===== src/rtl/regdec_pkg.sv =====
package regdec_pkg;
  localparam int unsigned REG_AW    = 14;
  localparam int unsigned SLOTS     = 4;
  localparam int unsigned PKT_BYTES = (SLOTS + 1) * 4;
  localparam logic [REG_AW-1:0] BANK0_BASE  = 14'h1C00;
  localparam logic [REG_AW-1:0] BANK1_BASE  = 14'h2C00;
  localparam logic [REG_AW-1:0] EXEC_OFFSET = 14'h0100;
  localparam logic [6:0]        PAD_INDEX   = 7'h15;

  typedef enum logic [2:0] {ST_IDLE, ST_CHECK, ST_REQ, ST_WAIT, ST_EMIT} seqState_t;

  typedef struct packed {
    logic loadStart;
    logic latchHdr;
    logic latchData;
    logic nextPkt;
  } dpStrobe_t;
endpackage


===== src/rtl/regdec_datapath.sv =====
module regdec_datapath
  import regdec_pkg::*;
#(
  parameter int unsigned AW = 32
) (
  input  logic              clk,
  input  logic              rstN,
  input  dpStrobe_t         ctl,
  input  logic [2:0]        wordSel,
  input  logic [AW-1:0]     startAddr,
  input  logic              endWe,
  input  logic [AW-1:0]     endAddr,
  input  logic [31:0]       memRspData,
  output logic [AW-1:0]     memReqAddr,
  output logic              canFetch,
  output logic              atEnd,
  output logic              slotPad,
  output logic [REG_AW-1:0] regAddr,
  output logic [31:0]       regData,
  output logic              regExec
);
  logic [AW-1:0] ptrQ, endQ;
  logic [31:0]   hdrQ, dataQ;
  logic [7:0]    idxArr [SLOTS];
  logic [1:0]    slotIdx;
  logic [7:0]    idx;
  logic [REG_AW-1:0] target;

  always_ff @(posedge clk) begin
    if (!rstN) begin
      ptrQ <= '0; endQ <= '0; hdrQ <= '0; dataQ <= '0;
    end else begin
      if (endWe)             endQ  <= endAddr;
      if (ctl.loadStart)     ptrQ  <= startAddr;
      else if (ctl.nextPkt)  ptrQ  <= ptrQ + AW'(PKT_BYTES);
      if (ctl.latchHdr)      hdrQ  <= memRspData;
      if (ctl.latchData)     dataQ <= memRspData;
    end
  end

  assign memReqAddr = ptrQ + AW'({wordSel, 2'b00});
  assign canFetch   = ({1'b0, ptrQ} + (AW+1)'(PKT_BYTES)) <= {1'b0, endQ};
  assign atEnd      = (ptrQ == endQ);

  for (genvar g = 0; g < SLOTS; g++) begin : g_slot
    assign idxArr[g] = hdrQ[8*g +: 8];
  end

  assign slotIdx = 2'(wordSel - 3'd1);
  assign idx     = idxArr[slotIdx];
  assign target  = (idx[7] ? BANK1_BASE : BANK0_BASE) + {5'd0, idx[6:0], 2'b00};
  assign regExec = !idx[7] && idx[6];
  assign regAddr = regExec ? target - EXEC_OFFSET : target;
  assign slotPad = !idx[7] && (idx[6:0] == PAD_INDEX);
  assign regData = dataQ;

  p_pkt_step_r5: assert property (@(posedge clk) disable iff (!rstN)
    ctl.nextPkt |=> ptrQ == $past(ptrQ) + AW'(PKT_BYTES));
endmodule


===== src/rtl/regdec_ctrl.sv =====
module regdec_ctrl
  import regdec_pkg::*;
(
  input  logic       clk,
  input  logic       rstN,
  input  logic       startWe,
  input  logic       canFetch,
  input  logic       atEnd,
  input  logic       slotPad,
  input  logic       memReqReady,
  input  logic       memRspValid,
  input  logic       regReady,
  output dpStrobe_t  ctl,
  output logic [2:0] wordSel,
  output logic       memReqValid,
  output logic       regValid,
  output logic       dmaDone,
  output logic       alignErr
);
  seqState_t stQ, stNext;
  logic [2:0] wcQ, wcNext;
  logic doneQ, errQ;

  always_comb begin
    ctl    = '0;
    stNext = stQ;
    wcNext = wcQ;
    unique case (stQ)
      ST_IDLE:  if (startWe) begin ctl.loadStart = 1'b1; wcNext = '0; stNext = ST_CHECK; end
      ST_CHECK: stNext = canFetch ? ST_REQ : ST_IDLE;
      ST_REQ:   if (memReqReady) stNext = ST_WAIT;
      ST_WAIT:
        if (memRspValid) begin
          if (wcQ == 3'd0) begin
            ctl.latchHdr = 1'b1; wcNext = 3'd1; stNext = ST_REQ;
          end else begin
            ctl.latchData = 1'b1;
            if (!slotPad) stNext = ST_EMIT;
            else if (wcQ == 3'(SLOTS)) begin ctl.nextPkt = 1'b1; wcNext = '0; stNext = ST_CHECK; end
            else begin wcNext = wcQ + 3'd1; stNext = ST_REQ; end
          end
        end
      ST_EMIT:
        if (regReady) begin
          if (wcQ == 3'(SLOTS)) begin ctl.nextPkt = 1'b1; wcNext = '0; stNext = ST_CHECK; end
          else begin wcNext = wcQ + 3'd1; stNext = ST_REQ; end
        end
      default: stNext = ST_IDLE;
    endcase
  end

  always_ff @(posedge clk) begin
    if (!rstN) begin
      stQ <= ST_IDLE; wcQ <= '0; doneQ <= 1'b1; errQ <= 1'b0;
    end else begin
      stQ <= stNext;
      wcQ <= wcNext;
      if (ctl.loadStart) begin
        doneQ <= 1'b0; errQ <= 1'b0;
      end else if (stQ == ST_CHECK && !canFetch) begin
        doneQ <= 1'b1; errQ <= !atEnd;
      end
    end
  end

  assign wordSel     = wcQ;
  assign memReqValid = (stQ == ST_REQ);
  assign regValid    = (stQ == ST_EMIT);
  assign dmaDone     = doneQ;
  assign alignErr    = errQ;

  p_one_outstanding_r5: assert property (@(posedge clk) disable iff (!rstN)
    memReqValid && memReqReady |=> !memReqValid);
  p_no_fetch_done_r7: assert property (@(posedge clk) disable iff (!rstN)
    memReqValid |-> !doneQ);
  p_err_implies_done_r11: assert property (@(posedge clk) disable iff (!rstN)
    errQ |-> doneQ);
endmodule


===== src/rtl/regstream_decoder.sv =====
module regstream_decoder
  import regdec_pkg::*;
#(
  parameter int unsigned AW = 32
) (
  input  logic              clk,
  input  logic              rstN,
  input  logic              startWe,
  input  logic [AW-1:0]     startAddr,
  input  logic              endWe,
  input  logic [AW-1:0]     endAddr,
  output logic              memReqValid,
  input  logic              memReqReady,
  output logic [AW-1:0]     memReqAddr,
  input  logic              memRspValid,
  input  logic [31:0]       memRspData,
  output logic              regValid,
  input  logic              regReady,
  output logic [REG_AW-1:0] regAddr,
  output logic [31:0]       regData,
  output logic              regExec,
  input  logic              engineBusy,
  input  logic              softTrapPending,
  output logic              dmaDone,
  output logic              alignErr,
  output logic              idle
);
  dpStrobe_t  ctl;
  logic [2:0] wordSel;
  logic       canFetch, atEnd, slotPad;

  regdec_ctrl i_ctrl (
    .clk(clk), .rstN(rstN), .startWe(startWe), .canFetch(canFetch), .atEnd(atEnd),
    .slotPad(slotPad), .memReqReady(memReqReady), .memRspValid(memRspValid),
    .regReady(regReady), .ctl(ctl), .wordSel(wordSel), .memReqValid(memReqValid),
    .regValid(regValid), .dmaDone(dmaDone), .alignErr(alignErr)
  );

  regdec_datapath #(.AW(AW)) i_dp (
    .clk(clk), .rstN(rstN), .ctl(ctl), .wordSel(wordSel), .startAddr(startAddr),
    .endWe(endWe), .endAddr(endAddr), .memRspData(memRspData), .memReqAddr(memReqAddr),
    .canFetch(canFetch), .atEnd(atEnd), .slotPad(slotPad), .regAddr(regAddr),
    .regData(regData), .regExec(regExec)
  );

  assign idle = dmaDone && !engineBusy && !softTrapPending;

  p_hold_r6: assert property (@(posedge clk) disable iff (!rstN)
    regValid && !regReady |=> regValid && $stable(regAddr) && $stable(regData) && $stable(regExec));
  p_no_pad_r4: assert property (@(posedge clk) disable iff (!rstN)
    regValid |-> !(regAddr == 14'h1C54 && !regExec));
  p_bank_range_r2: assert property (@(posedge clk) disable iff (!rstN)
    regValid |-> (regAddr >= 14'h1C00 && regAddr < 14'h1D00) ||
                 (regAddr >= 14'h2C00 && regAddr <= 14'h2DFC));
endmodule


===== config.mk =====
export PLATFORM = sky130hd
export DESIGN_NAME = regstream_decoder
export DESIGN_NICKNAME = d
export VERILOG_FILES = /design/src/rtl/regdec_pkg.sv /design/src/rtl/regdec_datapath.sv /design/src/rtl/regdec_ctrl.sv /design/src/rtl/regstream_decoder.sv
export SDC_FILE = /design/constraint.sdc
export NUM_CORES = 1
export LEC_CHECK = 0
export BUFFER_PORTS_ARGS = -buffer_cell sky130_fd_sc_hd__buf_4
export CAP_MARGIN = 40
export CORE_MARGIN = 1.5
export CORE_UTILIZATION = 59
export CTS_CLUSTER_DIAMETER = 50
export CTS_CLUSTER_SIZE = 30
export DETAILED_ROUTE_END_ITERATION = 10
export HOLD_SLACK_MARGIN = 0.06
export PLACE_DENSITY = 0.91
export SYNTH_ARGS = -nofsm -noshare
export SYNTH_HDL_FRONTEND = slang
export SYNTH_SLANG_ARGS = --single-unit

===== constraint.sdc =====
create_clock -name clk -period 10.8 [get_ports clk]
set_clock_uncertainty 0.15 [all_clocks]
set_input_delay 1.08 -clock clk [delete_from_list [all_inputs] [get_ports clk]]
set_output_delay 1.08 -clock clk [all_outputs]
set_load 0.01 [all_outputs]

Word level (Yosys, flattened, before mapping)
Cells that the tools add are included.
{"block": "word_totals", "input_bits": 105, "elab_cells": 84, "output_inout_bits": 84, "ff_bits": 136}
{"block": "op_classes", "magnitude_cmp": 2, "eq_ne": 12, "n_reduce_logical": 18, "bitwise_logic": 2, "add_sub_neg": 7, "n_mux": 35}
{"cell": "2-to-1 mux 32 bit", "n": 2}
{"cell": "2-to-1 mux 3 bit", "n": 13}
{"cell": "adder 32 x 5 -> 33 bit, second input constant", "n": 1}
{"cell": "less-or-equal comparator 33 x 32 -> 1 bit", "n": 1}
{"cell": "adder 32 x 5 -> 32 bit", "n": 1}
{"cell": "adder 32 x 5 -> 32 bit, second input constant", "n": 1}
{"cell": "equality test 32 bit", "n": 1}
{"cell": "2-to-1 mux 14 bit", "n": 2}
{"cell": "binary-select mux 8 bit (select 2 bit)", "n": 1}
{"cell": "2-to-1 mux 8 bit", "n": 2}
{"cell": "one-hot mux 3 bit (5 select lines)", "n": 1}
{"cell": "adder 14 x 9 -> 14 bit", "n": 1}
{"cell": "subtractor 14 x 9 -> 14 bit, second input constant", "n": 1}
{"cell": "one-hot mux 3 bit (3 select lines)", "n": 1}
{"cell": "2-to-1 mux 1 bit", "n": 8}
{"cell": "2-to-1 mux 2 bit", "n": 4}
{"cell": "equality test 7 x 5 -> 1 bit, second input constant", "n": 1}
{"cell": "equality test 3 x 2 -> 1 bit, second input constant", "n": 2}
{"cell": "equality test 3 bit, second input constant", "n": 2}
{"cell": "logical NOT 3 bit", "n": 2}
{"cell": "logical AND 1 bit", "n": 5}
{"cell": "logical NOT 1 bit", "n": 5}
{"cell": "AND reduction 5 bit", "n": 1}
{"cell": "inequality test 2 x 1 -> 1 bit, second input constant", "n": 2}
{"cell": "other kinds (13)", "n": 15}

Longest topological paths before layout
Gate-level depths: netlist (run 1).
{"block": "depth", "word_depth": 13, "mapped_depth": 16, "ltp_nobuf": 14}

Modules after synthesis
A second synthesis (run 1) with hierarchy kept.
{"block": "unflattened", "hier_cells": 935, "hier_area_um2": 8528.2}
{"mod": "regdec_datapath", "cells_each": 860, "n_inst": 1, "area_per_inst_um2": 7862.5, "seq_area_each_um2": 2562.5}
{"mod": "regdec_ctrl", "cells_each": 74, "n_inst": 1, "area_per_inst_um2": 653.1, "seq_area_each_um2": 160.2}
{"mod": "regstream_decoder", "cells_each": 1, "n_inst": 1, "area_per_inst_um2": 12.5, "seq_area_each_um2": 0.0}

Least setup slack after synthesis (run 1)
No wires, ideal clock.
{"block": "synth_path", "path_kind": "reg2reg", "start": "register i_dp.ptrQ[3]", "end": "register i_ctrl.errQ, in the netlist i_ctrl.alignErr", "arrival_ns": 3.585, "path_buffers": 2, "path_slack_ns": 6.979, "synth_period_minus_slack_ns": 3.821, "setup_ns": 0.086, "t_required_ns": 10.564, "stages_incl_launch_ff": 17, "cell_sequence": "dfxtp_1 -> ha_1 -> o2111ai_2 -> or2_1 -> buf_6 -> or3_1 -> buf_2 -> nor2_1 -> xor2_1 -> ha_1 -> nand3_1 -> nor3_1 -> a2111oi_0 -> nand3_1 -> o211ai_1 -> a2111oi_0 -> a211oi_1"}
{"block": "synth_between", "elab_chain_cells": 4, "elab_cells_between_ends": 6, "cone_classes": "1 x add/sub; 1 x order compare; 1 x eq/ne; 3 x reduce/logical"}
{"item": "start, declared", "line": "regdec_datapath.sv:22", "rtl": "logic [AW-1:0] ptrQ, endQ;"}
{"item": "start signal, assigned", "line": "regdec_datapath.sv:34", "rtl": "if (ctl.loadStart) ptrQ <= startAddr;"}
{"item": "start signal, assigned", "line": "regdec_datapath.sv:35", "rtl": "else if (ctl.nextPkt) ptrQ <= ptrQ + AW'(PKT_BYTES);"}
{"item": "adder 32 x 5 -> 33 bit", "line": "regdec_datapath.sv:42", "rtl": "assign canFetch = ({1'b0, ptrQ} + (AW+1)'(PKT_BYTES)) <= {1'b0, endQ};"}
{"item": "less-or-equal comparator 33 x 32 -> 1 bit", "line": "regdec_datapath.sv:42"}
{"item": "logical NOT 1 bit", "line": "regdec_ctrl.sv:60", "rtl": "end else if (stQ == ST_CHECK && !canFetch) begin"}
{"item": "logical AND 1 bit", "line": "regdec_ctrl.sv:60"}
{"item": "end signal, assigned", "line": "regdec_ctrl.sv:54", "rtl": "stQ <= ST_IDLE; wcQ <= '0; doneQ <= 1'b1; errQ <= 1'b0;"}
{"item": "end signal, assigned", "line": "regdec_ctrl.sv:59", "rtl": "doneQ <= 1'b0; errQ <= 1'b0;"}
{"item": "end signal, assigned", "line": "regdec_ctrl.sv:61", "rtl": "doneQ <= 1'b1; errQ <= !atEnd;"}
{"item": "end, declared", "line": "regdec_ctrl.sv:22", "rtl": "logic doneQ, errQ;"}
Parallel ways exist; a longest one is shown, timed or not.
A chain may end at the register's enable or synchronous reset.

Final worst setup path (run 1)
{"block": "layout_path", "start": "register i_ctrl.wcQ[0], in the netlist i_ctrl.wordSel[0]", "end": "output port memReqAddr[28]"}
{"block": "layout_between", "elab_chain_cells": 1}
{"item": "start, declared", "line": "regdec_ctrl.sv:21", "rtl": "logic [2:0] wcQ, wcNext;"}
{"item": "start signal, assigned", "line": "regdec_ctrl.sv:57", "rtl": "wcQ <= wcNext;"}
{"item": "adder 32 x 5 -> 32 bit", "line": "regdec_datapath.sv:41", "rtl": "assign memReqAddr = ptrQ + AW'({wordSel, 2'b00});"}
{"item": "end, declared", "line": "regstream_decoder.sv:14", "rtl": "output logic [AW-1:0] memReqAddr,"}
Every way passes these cells.

==> results.yml, run 1 <==
timing:
  hold_slack_ps: 305.2
  fin_setup_tns_ps: 0
  min_period_ps: 4939
  slew_headroom: 0.3649
  fmax_ghz: 0.2025
  fin_crit_sh: 0.4573
  final-setup-viol-count: 0
  hold_viol: 0
  drv_slew: 0
  worst_pin_slew_ps: 952.6
  rsz0062_at_grt: "no"
global_route:
  grt_pass1_wl_um: 36990
  grt_use_total: 0.3284
  grt_max_degree: 70
  grt_overflow_total: 0
  antenna_found_initial: 0
  grt_pass1_vias: 7430
worst_hold_path:
  hold_class: "flop to flop"
  hold_start: "i_dp.hdrQ[3]"
placement:
  routabilityCongestion: 0.9591
  hpwl_um: 17220
  place_inst: 1287
  port_buffers: 183
final_layout:
  drive_gt1_frac: 0.2119
  syn_to_final_growth_pct: 24.02
  layout.cells.non_filler: 1318
  diodes: 0
  n_fill_cell: 917
  fin_nets: 1274
worst_setup_path:
  reg2reg_slack_ps: 6230
  cp.arrival_ps: 3710
  cp.required_ps: 9570
  end_kind: "primary output"
  r2r-start: "i_dp.ptrQ[8]"
  worst-setup-path-type: "flop to primary output"
  cp-start-kind: "flop"
  crit_fanout: 13
  critPathLaunch: "i_ctrl.wordSel[0]"
yosys:
  ys_types: 56
  synth-seq-area-share: 0.3417
  synth_area_mm2: 0.007969
  synth.avg_cell_area_um2: 7.969
  ys_top_cells_by_area: "dfxtp_1 34%, nand2_1 7.7%, xnor2_1 6.0%"
  ys_ff_latch: 136
  yosysTopAreaCell: "dfxtp_1"
  synth.top_cell.area_share: 0.3417
  async_flop_share: 0
  syn_inst: 1000
  yosysWarnings: 0
  synth_edf_count: 0
  synth_flop_cell: "dfxtp_1"
route:
  via_per_inst: 5.760
  drt_iter0_markers: 695
  ant_nets: 0
  wl_per_cell_um: 17.58
  drc: 0
  wirelength_um: 23170
  dr.pass1.iters: 8
  num_vias: 7592
clock_tree:
  cts-buffers-inserted: 17
  h-tree-depth: 4
  cts_root_buf: "clkbuf_16"
  clock_latency_ps: 430
  cts_tree: "done"
  cts_resized: 0
  cts_sinks: 136
  cts_max_path_buffers: 2
  clk_pin_slew_worst_paths_ps: 60
  post-cts-setup-buffers: 0
  holdBufCountCts: 0
floorplan:
  die_w_um: 119.2
  die_area_mm2: 0.01421
  die_y_um: 119.2
  io-pin-count: 189
  core_mm2: 0.01319
  rows: 42
  start_util: 0.6042
run:
  cap_violations: 0
pwr:
  powerDensity_mw_per_mm2: 179.3
  ir_drop_uv: 121.7
  p_leak_nw: 4.169
  power.total_mw: 1.772
run_status:
  status: "finished clean"
==> power by group <==
group	internal [mW]	total [mW]	leakage (nW)	switching, mW
clock network	0.346	0.593	0.283	0.248
registers	0.552	0.655	1.11	0.104
logic	0.246	0.524	2.78	0.278
total	1.14	1.77	4.17	0.630
==> layout by cell type (no fill, tap or decap), types with 5 or more instances in the layout <==
master	instances
buf_4	185
nand2_1	163
dfxtp_1	136
nor2_1	99
a21oi_1	95
xnor2_1	55
xor2_1	54
inv_1	48
ha_1	38
mux2i_1	37
o21ai_0	26
nand4_1	23
nand3_1	21
clkbuf_16	17
a211oi_1	15
nor3_1	12
nor4_1	10
mux4_2	8
and3_1	7
or3_1	7
and2_1	7
nor3_2	6
a21o_1	5
nor2b_1	5
conb_1	5
==> kinds of logic after synthesis <==
| group | Yosys count | share of synthesized area |
|---|---|---|
| simple gates | 375 | 0.2126 |
| compound gates | 163 | 0.1223 |
| flops | 136 | 0.3417 |
| buf+inv | 131 | 0.07144 |
| xor+xnor | 109 | 0.1198 |
| mux | 45 | 0.06908 |
| fa+ha+maj | 39 | 0.06218 |
| other cells | 2 | 0.0009424 |
==> synthesized netlist by cell type, types with 12 or more instances <==
library cell  number
nand2_1          163
dfxtp_1          136
nor2_1            99
a21oi_1           95
xnor2_1           55
xor2_1            54
clkbuf_1          52
inv_1             49
ha_1              38
mux2i_1           37
o21ai_0           26
nand4_1           23
nand3_1           21
a211oi_1          15
buf_2             14
nor3_1            12
==> sequential cells by signal, summed over array words and instances, names as in the netlist <==
signal	count
i_ctrl.wordSel	3
i_dp.endQ	32
i_dp.regData	32
i_ctrl.dmaDone	1
i_dp.hdrQ	32
i_ctrl.stQ	3
i_ctrl.alignErr	1
i_dp.ptrQ	32
==> routing by layer <==
| layer | up-vias | share of wire | global-route usage |
|---|---|---|---|
| met4 | 0 | 0.047 | 0.1822 |
| met5 | - | 0 | 0 |
| met1 | 3531 | 0.41 | 0.4055 |
| met2 | 370 | 0.47 | 0.5332 |
| li1 | 3607 | - | - |
| met3 | 84 | 0.082 | 0.07088 |
==> cell type report <==
class / instances / area (um^2) / share of cell area
flip-flops and latches: 136 / 2723 / 0.2755
well taps: 176 / 220.2 / 0.02228
clock inverters: 14 / 165.2 / 0.01671
multi-input cells: 736 / 4688 / 0.4744
inverters: 49 / 185.2 / 0.01874
repair buffers: 190 / 1476 / 0.1494
clock buffers: 17 / 425.4 / 0.04304
==> final timing paths <==
path | endpoint | depth (start not counted)
worst min-delay path | i_dp.hdrQ[3] | 2
worst min register to register | i_dp.hdrQ[3] | 2
worst max-delay path | memReqAddr[28] | 11
worst max register to register | i_ctrl.alignErr | 14
==> stage by stage <==
step,cell area [um^2],worst slack [ps],util
after floorplan,7980,6979,-
after global placement,9205,6497,0.6979
after detailed placement,9293,6379,0.7045
after CTS,9883,5979,0.7493
after global routing,9883,5549,0.7493
final,9883,5861,0.7493
==> worst max-delay path, stage by stage, from the launching register on <==
cell      delay (ps)
dfxtp_1          740
ha_1             290
inv_1             60
fa_1             400
nor2b_1          170
nor2_1            80
nor3_1           550
nand2b_1         300
nor2_1           230
nand4_1          140
xnor2_1          160
buf_4            150
Note: power is estimated with default switching activity, not from simulation.
==> run 2: changes to the inputs <==
--- a/config.mk
+++ b/config.mk
@@ -8,12 +8,12 @@
 export BUFFER_PORTS_ARGS = -buffer_cell sky130_fd_sc_hd__buf_4
 export CAP_MARGIN = 40
 export CORE_MARGIN = 1.5
-export CORE_UTILIZATION = 59
+export CORE_UTILIZATION = 55
 export CTS_CLUSTER_DIAMETER = 50
 export CTS_CLUSTER_SIZE = 30
 export DETAILED_ROUTE_END_ITERATION = 10
 export HOLD_SLACK_MARGIN = 0.06
-export PLACE_DENSITY = 0.91
+export PLACE_DENSITY = 0.86
 export SYNTH_ARGS = -nofsm -noshare
 export SYNTH_HDL_FRONTEND = slang
 export SYNTH_SLANG_ARGS = --single-unit
==> constraint.sdc (replaced) <==
create_clock -name clk -period 4.7 [get_ports clk]
set_clock_uncertainty 0.15 [all_clocks]
set_input_delay 0.47 -clock clk [delete_from_list [all_inputs] [get_ports clk]]
set_output_delay 0.47 -clock clk [all_outputs]
set_load 0.01 [all_outputs]
==> results.yml, run 2 (synthesis results as in run 1) <==
floorplan:
  die_y_um: 123.4
  rows: 43
  core_mm2: 0.01399
  die_area_mm2: 0.01522
  die_w_um: 123.4
  io-pin-count: 189
  start_util: 0.5697
placement:
  place_inst: 1305
  place_ws_ps: 371.9
  routabilityCongestion: 0.9540
  port_buffers: 183
  place_area_mm2: 0.009395
  hpwl_um: 17480
final_layout:
  fin_nets: 1288
  layout.cells.non_filler: 1337
  drive_gt1_frac: 0.2213
  n_fill_cell: 1092
  syn_to_final_growth_pct: 25.28
  multi_input_area_mm2: 0.004688
  diodes: 0
  register_area_mm2: 0.002723
  final_cell_mix: "200 x buf_4, 163 x nand2_1, 136 x dfxtp_1"
  postLayoutCellArea_mm2: 0.009983
  final_common_cell: "buf_4"
route:
  drc: 0
  dr.pass1.iters: 6
  ant_nets: 0
  num_vias: 7549
  via_per_inst: 5.646
  wirelength_um: 23320
  wl_per_cell_um: 17.44
  drt_iter0_markers: 712
worst_setup_path:
  cp-start-kind: "flop"
  max_stage_delay_ps: 540
  r2r.worst_path.cells: 14
  crit_chain: "nand2_1, nor3_1, and3_1, nand2_1, nor2_1, xor2_1, ha_1, nand3_1, nor3_1, a2111oi_0, nand3_1, o211ai_1, a2111oi_0, a211oi_1"
  worst-setup-path-type: "flop to flop"
  cp_top_family: "simple AND/OR/NAND/NOR gates"
  reg2reg_slack_ps: 310
  path_depth: 14
  cp_num_buf_inv: 0
  crit_fanout: 9
  end_kind: "flop"
  crit_slowest_cell: "dfxtp_1"
  r2r-start: "i_dp.ptrQ[5]"
  cp.arrival_ps: 4580
  rr_endpoint: "i_ctrl.alignErr"
  cp.required_ps: 4880
clock_tree:
  post-cts-setup-buffers: 0
  clock_latency_ps: 420
  holdBufCountCts: 0
  cts-buffers-inserted: 17
  cts_max_path_buffers: 2
  clk_pin_slew_worst_paths_ps: 60
  cts_resized: 0
  cts_sinks: 136
  h-tree-depth: 4
  cts_root_buf: "clkbuf_16"
  cts_tree: "done"
pwr:
  power_frac_comb: 0.317
  p_clk_frac: 0.328
  power.total_mw: 4.082
  p_leak_nw: 4.240
  sw_frac_of_total: 0.3543
  powerDensity_mw_per_mm2: 408.9
  seqPwrFrac: 0.355
  ir_drop_uv: 278.8
  power.internal_mw: 2.636
  power.switching_mw: 1.447
timing:
  hold_viol: 0
  fin_setup_tns_ps: 0
  fin_crit_sh: 0.9349
  slew_headroom: 0.4048
  final-setup-viol-count: 0
  rsz0062_at_grt: "no"
  fmax_ghz: 0.2276
  min_period_ps: 4394
  worst_pin_slew_ps: 892.7
  drv_slew: 0
  fin_ws_ps: 306.2
run:
  cap_violations: 0
worst_hold_path:
  hold_start: "startAddr[1]"
  hold_end: "i_dp.ptrQ[1]"
  hold_class: "input pin to flop"
  min_path_cells: 3
global_route:
  grt_max_degree: 56
  grt_pass1_wl_um: 35980
  grt_overflow_total: 0
  grt_pass1_vias: 7073
  grt_use_total: 0.3098
  antenna_found_initial: 0
run_status:
  status: "finished clean"
## run 2: changes by cell type in the layout (fill, tap and decap cells not counted)
| cell | previous run | this run |
|---|---|---|
| buf_4 | 185 | 200 |
| buf_8 | 4 | 3 |
| bufinv_16 | 2 | 1 |
| clkbuf_1 | 0 | 1 |
| clkbuf_8 | 0 | 2 |
| clkinv_2 | 2 | 1 |
| clkinv_4 | 1 | 2 |
| clkinvlp_4 | 3 | 2 |
## run 2: area by class of cell
cell class / instances / area share
Clock buffer: 20 / 0.04575
Clock inverter: 12 / 0.01316
Inverter: 49 / 0.01855
Multi-Input combinational cell: 736 / 0.4696
Sequential cell: 136 / 0.2727
Tap cell: 180 / 0.02256
Timing Repair Buffer: 204 / 0.1577
## run 2: worst max-delay path by stage
stage | start | end | slack, ps
finish | i_dp.ptrQ[5] | i_ctrl.alignErr | 310
global route | i_dp.ptrQ[5] | i_ctrl.alignErr | 9
CTS | i_dp.ptrQ[3] | i_ctrl.alignErr | 380
detailed placement | i_dp.ptrQ[3] | i_ctrl.alignErr | 370
global placement | i_dp.ptrQ[3] | i_ctrl.alignErr | 500
floorplan | i_dp.ptrQ[3] | i_ctrl.alignErr | 880
## run 2: worst min-delay path, stage by stage
cell,delay (ps)
buf_4,70
mux2i_1,50
nor2_1,70
## run 2: metrics by stage
stage	util	hold slack [ps]
floorplan	-	283.1
global placement	0.6665	290.4
detailed placement	0.6716	296.8
CTS	0.7137	120.5
global route	0.7137	127.3
finish	0.7137	126.3
## run 2: power by group through the flow
| stage | Combinational [mW] | Sequential, mW | Clock [mW] |
|---|---|---|---|
| 3_3_place_gp | 1.24 | 1.46 | 0 |
| 2_1_floorplan | 0.942 | 1.34 | 0 |
| 3_5_place_dp | 1.26 | 1.47 | 0 |
| 5_1_grt | 1.42 | 1.46 | 1.40 |
| 6_report | 1.29 | 1.45 | 1.34 |
| 4_1_cts | 1.28 | 1.44 | 1.35 |
## run 2: routing by layer
metal / vias up / GRT usage / routed length (um)
met2: 334 / 0.5031 / 10990
met5: - / 0 / 0
met3: 54 / 0.08026 / 1885
li1: 3632 / - / -
met4: 0 / 0.1121 / 722
met1: 3529 / 0.3980 / 9721
==> run 3: changes to the inputs <==
--- a/config.mk
+++ b/config.mk
@@ -12,6 +12,7 @@
 export CTS_CLUSTER_DIAMETER = 50
 export CTS_CLUSTER_SIZE = 30
 export DETAILED_ROUTE_END_ITERATION = 10
+export GPL_TIMING_DRIVEN = 0
 export HOLD_SLACK_MARGIN = 0.06
 export PLACE_DENSITY = 0.86
 export SYNTH_ARGS = -nofsm -noshare
==> results.yml, run 3 (synthesis results as in run 1) <==
run_status:
  status: "finished clean"
timing:
  worst_pin_slew_ps: 748.6
  final-setup-viol-count: 0
  hold_viol: 0
  drv_slew: 0
  min_period_ps: 4495
  fin_crit_sh: 0.9563
  slew_headroom: 0.4971
  fmax_ghz: 0.2225
floorplan:
  start_util: 0.5697
  die_area_mm2: 0.01522
  rows: 43
  io-pin-count: 189
  die_y_um: 123.4
  core_mm2: 0.01399
  die_w_um: 123.4
clock_tree:
  cts_max_path_buffers: 2
  cts_tree: "done"
  cts-buffers-inserted: 17
  cts_root_buf: "clkbuf_16"
  clock_latency_ps: 440
  clk_pin_slew_worst_paths_ps: 60
  holdBufCountCts: 0
  h-tree-depth: 4
  cts_sinks: 136
worst_setup_path:
  rr_endpoint: "i_ctrl.alignErr"
  r2r-start: "i_dp.ptrQ[2]"
  r2r.worst_path.cells: 17
  crit_fanout: 9
  worst-setup-path-type: "flop to flop"
  end_kind: "flop"
  cp.required_ps: 4900
  cp-start-kind: "flop"
  critPathLaunch: "i_dp.ptrQ[2]"
  cp.arrival_ps: 4690
  reg2reg_slack_ps: 210
worst_hold_path:
  hold_class: "input pin to flop"
  hold_start: "endAddr[12]"
  min_path_cells: 3
  hold_end: "i_dp.endQ[12]"
final_layout:
  syn_to_final_growth_pct: 27.51
  fin_nets: 1349
  drive_gt1_frac: 0.2167
  fin_util: 0.7264
  final_cell_mix: "193 x buf_4, 163 x nand2_1, 136 x dfxtp_1"
  diodes: 0
  postLayoutCellArea_mm2: 0.01016
  final_common_cell: "buf_4"
global_route:
  grt_pass1_wl_um: 37540
  grt_overflow_total: 0
  grt_pass1_vias: 7330
  grt_use_total: 0.3229
  antenna_found_initial: 0
  grt_max_degree: 17
placement:
  place_area_mm2: 0.009572
  routabilityCongestion: 0.9401
  port_buffers: 182
  hpwl_um: 18380
route:
  dr.pass1.iters: 7
  via_per_inst: 5.735
  drc: 0
  drt_iter0_markers: 912
  ant_nets: 0
  wl_per_cell_um: 17.61
  num_vias: 8017
  wirelength_um: 24620
run:
  cap_violations: 0
pwr:
  powerDensity_mw_per_mm2: 403.7
  power.total_mw: 4.102
  p_leak_nw: 4.306
  ir_drop_uv: 285.3
-- run 3: final cells by class --
cell class	count	area, um^2
clock buffers	19	442.9
clock inverters	13	111.4
well taps	180	225.2
multi-input cells	736	4716
repair buffers	183	1374
inverters	49	183.9
plain buffers	82	385.4
fillers	1062	3827
flip-flops and latches	136	2723
-- run 3: what timing repair did --
item,in CTS,in global routing
resized for setup,2,3
setup buffers,0,1
cloned,0,0
pin swaps,0,2
endpoints found under the setup margin,3,3
-- run 3: where the power goes --
part	switching (mW)	total (mW)	internal, mW
clock network	0.567	1.27	0.702
logic	0.872	1.50	0.625
registers	0.0710	1.34	1.27
-- run 3: worst max path at each step --
stage	depth (start not counted)	slack, ps	to
3_5_place_dp	16	-160	i_ctrl.alignErr
2_1_floorplan	16	880	i_ctrl.alignErr
3_3_place_gp	16	-30	i_ctrl.alignErr
5_1_grt	17	-40	i_ctrl.alignErr
4_1_cts	16	100	i_ctrl.alignErr
6_report	17	210	i_ctrl.alignErr
-- run 3: through the flow --
stage	setup TNS (ps)	instances	hold WS [ps]	setup WS [ps]
floorplan	0	1003	283.1	879.3
global placement	-27.58	1365	290.1	-27.58
detailed placement	-321.2	1365	296.5	-163.7
CTS	0	1397	118.8	104.3
global route	-67.55	1398	128.5	-37.87
finish	0	1398	115.6	205.2
-- run 3: metal layers --
metal	routed length (um)	track usage	up-vias
met4	911	0.1480	0
li1	-	-	3767
met1	9934	0.4213	3714
met2	11240	0.5122	459
met3	2533	0.07011	77
met5	0	0	-
-- run 3: critical path, cell delays in order, from the launching register on --
cell	delay (ps)
dfxtp_1	510
ha_1	330
o2111ai_2	210
or2_1	280
buf_6	140
or3_1	350
buf_2	170
nor2_1	180
xor2_1	210
ha_1	270
nand3_1	250
nor3_1	120
a2111oi_2	430
nand3_1	130
o211ai_1	190
buf_4	160
a2111oi_0	90
a211oi_1	220
